===== config.mk =====
export PLATFORM = sky130hd
export DESIGN_NAME = bmx_unit
export DESIGN_NICKNAME = d
export VERILOG_FILES = /design/src/rtl/bmx_pkg.sv /design/src/rtl/bmx_split.sv /design/src/rtl/bmx_biteq.sv /design/src/rtl/bmx_merge.sv /design/src/rtl/bmx_unit.sv
export SDC_FILE = /design/constraint.sdc
export NUM_CORES = 1
export LEC_CHECK = 0
export BUFFER_PORTS_ARGS = -buffer_cell sky130_fd_sc_hd__clkbuf_2
export CAP_MARGIN = 20
export CORE_MARGIN = 2
export CORE_UTILIZATION = 47
export DETAILED_ROUTE_END_ITERATION = 6
export MAX_ROUTING_LAYER = met4
export PLACE_DENSITY = 0.95
export RECOVER_POWER = 50
export SETUP_SLACK_MARGIN = 0.15
export SKIP_LAST_GASP = 1
export SLEW_MARGIN = 10
export SYNTH_ARGS = -nofsm -noshare
export SYNTH_HDL_FRONTEND = slang
export SYNTH_HIERARCHICAL = 1
export SYNTH_SLANG_ARGS = --single-unit

===== constraint.sdc =====
create_clock -name vclk -period 1.1
set_input_delay 0 -clock vclk [all_inputs]
set_output_delay 0 -clock vclk [all_outputs]
set_load 0.01 [all_outputs]

===== src/rtl/bmx_pkg.sv =====
package bmx_pkg;

    typedef enum logic [1:0] {
        OP_SPLIT = 2'b00,
        OP_BITEQ = 2'b01,
        OP_MERGE = 2'b10,
        OP_NONE  = 2'b11
    } bmx_op_e;

endpackage


===== src/rtl/bmx_split.sv =====
module bmx_split #(
    parameter int DATA_W = 32
) (
    input  logic [DATA_W-1:0] src,
    output logic [DATA_W-1:0] lo_ext,
    output logic [DATA_W-1:0] hi_ext
);
    localparam int LO_W = DATA_W / 2;
    localparam int HI_W = DATA_W - LO_W;

    // low half, zero-extended
    assign lo_ext = {{HI_W{1'b0}}, src[LO_W-1:0]};
    // high half brought down, zero-filled
    assign hi_ext = {{LO_W{1'b0}}, src[DATA_W-1:LO_W]};
endmodule


===== src/rtl/bmx_biteq.sv =====
module bmx_biteq #(
    parameter int DATA_W = 32
) (
    input  logic [DATA_W-1:0] lhs,
    input  logic [DATA_W-1:0] rhs,
    output logic [DATA_W-1:0] same
);
    assign same = ~(lhs ^ rhs);
endmodule


===== src/rtl/bmx_merge.sv =====
module bmx_merge #(
    parameter int DATA_W = 32,
    parameter int IMM_W  = 16
) (
    input  logic [DATA_W-1:0] base,
    input  logic [DATA_W-1:0] mask,
    input  logic [IMM_W-1:0]  lit,
    output logic [DATA_W-1:0] merged
);
    localparam int EXT_W = DATA_W - IMM_W;

    logic [DATA_W-1:0] lit_sx;
    assign lit_sx = {{EXT_W{lit[IMM_W-1]}}, lit};

    for (genvar i = 0; i < DATA_W; i++) begin : g_bit
        assign merged[i] = mask[i] ? lit_sx[i] : base[i];
    end
endmodule


===== src/rtl/bmx_unit.sv =====
module bmx_unit
    import bmx_pkg::*;
#(
    parameter int DATA_W = 32,
    parameter int IMM_W  = 16
) (
    input  logic [DATA_W-1:0] opd_a,
    input  logic [DATA_W-1:0] opd_b,
    input  logic [IMM_W-1:0]  imm,
    input  logic [1:0]        op_sel,
    output logic [DATA_W-1:0] res_pri,
    output logic [DATA_W-1:0] res_sec,
    output logic              sec_wr_en
);
    bmx_op_e           op;
    logic [DATA_W-1:0] split_lo;
    logic [DATA_W-1:0] split_hi;
    logic [DATA_W-1:0] eq_bits;
    logic [DATA_W-1:0] mrg_bits;

    assign op = bmx_op_e'(op_sel);

    bmx_split #(.DATA_W(DATA_W)) u_split (
        .src    (opd_a),
        .lo_ext (split_lo),
        .hi_ext (split_hi)
    );

    bmx_biteq #(.DATA_W(DATA_W)) u_biteq (
        .lhs  (opd_a),
        .rhs  (opd_b),
        .same (eq_bits)
    );

    bmx_merge #(.DATA_W(DATA_W), .IMM_W(IMM_W)) u_merge (
        .base   (opd_a),
        .mask   (opd_b),
        .lit    (imm),
        .merged (mrg_bits)
    );

    always_comb begin
        res_pri   = '0;
        res_sec   = '0;
        sec_wr_en = 1'b0;
        unique case (op)
            OP_SPLIT: begin
                res_pri   = split_lo;
                res_sec   = split_hi;
                sec_wr_en = 1'b1;
            end
            OP_BITEQ: res_pri = eq_bits;
            OP_MERGE: res_pri = mrg_bits;
            OP_NONE:  res_pri = '0;
        endcase
    end
endmodule


==> impl_metrics.toml <==
[worst_setup_path]
worst-path-max-fanout = 16
crit_arrival_ps = 970
crit_start = "op_sel[1]"
cp-start-kind = "input pin"
required_ps = 1100
crit_type = "input pin to primary output"
end_kind = "primary output"

[timing]
hold_viol = 0
fmax_ghz = 1.03
holdWs_ps = 341
maxSlewViolCount = 0
finalSetupTns_ps = 0
period_needed_ps = 973
report.final.setup_viol = 0
fin_crit_sh = 0.884
rsz0062_at_grt = "no"

[floorplanning]
rows = 24
ios = 147
die_x_um = 70.9
core_mm2 = 0.00432
fp.dieArea_mm2 = 0.00503
die_h_um = 70.9
initial_core_util = 0.487

[synthesis]
synth-warning-count = 6
syn_area_mm2 = 0.00211
synth-seq-area-share = 0
syn_inst = 243
syn_area_per_cell_um2 = 8.67
ys_types = 13

[global_routing]
grt_pass1_vias = 1798
grt-ovfl-total = 0
grt_max_degree = 18
antenna_found_initial = 0
met3_usage = 0.0128
grtUsageTotal = 0.184
grt_util_met2 = 0.378
grt_use_met1 = 0.191
grt_pass1_wl_um = 7670
busiest_layer = "met2"

[finish]
seqCellArea_um2 = 0
diodes = 0
clock_buffers = 0
final_common_cell = "clkbuf_2"
design.seq.count = 0
fill_cells = 390
drive_gt1_frac = 0.497
layout.nets = 418
syn2layout_area_growth_pct = 14.6
layout_common_cells = "clkbuf_2, mux2i_1, o2bb2ai_1, xnor2_1, conb_1"

[power_and_ir_drop]
powerDensity_mw_per_mm2 = 422
ir_worst_vdd_mv = 0.180
leakage_nw = 1.25

[detailed_routing]
drt-pass1-iter-count = 4
wl_um = 4680
final_antenna_net_count = 0
vias = 1867
drc = 0
drtIter0Drc = 12
via_per_inst = 4.84
wl_per_cell_um = 12.1

[cts]
cts_hold_buf = 0

[hold_path]
hp-class = "input pin to primary output"
hold_start = "opd_a[31]"

[place]
hpwl_um = 4090
portBuffers = 131
routabilityCongestion = 0.711

[job]
cap_viol_max_count = 0

[run_status]
outcome = "complete, no violations"
-- metrics by stage --
stage / util / area, um^2 / std cells / setup slack [ps] / power [mW]
finish: 0.558 / 2410 / 386 / 127 / 1.02
global route: 0.558 / 2410 / 386 / 79.6 / 1.11
CTS: 0.563 / 2430 / 386 / 208 / 1.04
detailed placement: 0.563 / 2430 / 386 / 122 / 1.03
global placement: 0.563 / 2430 / 386 / 183 / 0.994
floorplan: - / 2220 / 274 / 416 / 0.783
-- layer usage --
layer,up-vias,part of all wire
li1,939,-
met1,832,0.38
met2,90,0.54
met3,6,0.070
met4,0,0.012
met5,-,0
-- timing repair --
action	in CTS	in global routing
resized for setup	1	0
setup endpoints to repair	3	0
buffers inserted	0	0
-- critical path, cell delays in order --
cell	delay (ps)
clkbuf_2	160
nor2b_2	150
clkbuf_2	330
o2bb2ai_1	180
clkbuf_2	160
-- report_power, final --
part | switching, mW | internal (mW)
Sequential | 0 | 0
Clock | 0 | 0
Combinational | 0.488 | 0.529
-- synth_stat cells --
| cell type | n | share of area |
|---|---|---|
| and2_1 | 32 | 0.095 |
| buf_2 | 1 | 0.0024 |
| buf_4 | 67 | 0.24 |
| buf_6 | 7 | 0.037 |
| clkbuf_1 | 5 | 0.0089 |
| conb_1 | 1 | 0.0018 |
| mux2_2 | 22 | 0.12 |
| mux2_4 | 10 | 0.071 |
| mux2i_1 | 32 | 0.15 |
| nor2_4 | 1 | 0.0053 |
| nor2b_1 | 1 | 0.0030 |
| o2bb2ai_1 | 32 | 0.13 |
| xnor2_1 | 32 | 0.13 |
-- kinds of logic after synthesis --
| logic type | count (synthesis) | synth area share |
|---|---|---|
| AO/OA/AOI/OAI | 32 | 0.133 |
| XOR/XNOR | 32 | 0.133 |
| buffers and inverters | 80 | 0.288 |
| multiplexers | 64 | 0.341 |
| other | 1 | 0.00178 |
| AND/OR/NAND/NOR | 34 | 0.103 |
-- layout make-up --
| type | instances | area [um^2] | share of cell area |
|---|---|---|---|
| Multi-Input combinational cell | 194 | 1610 | 0.668 |
| Tap cell | 52 | 65.1 | 0.0270 |
| Timing Repair Buffer | 140 | 737 | 0.305 |
-- final timing paths --
| kind | to | slack, ps | cells after the start |
|---|---|---|---|
| setup / recovery | res_pri[8] | 130 | 5 |
| hold / removal | res_sec[15] | 340 | 3 |
Note: power is estimated with default switching activity, not from simulation.
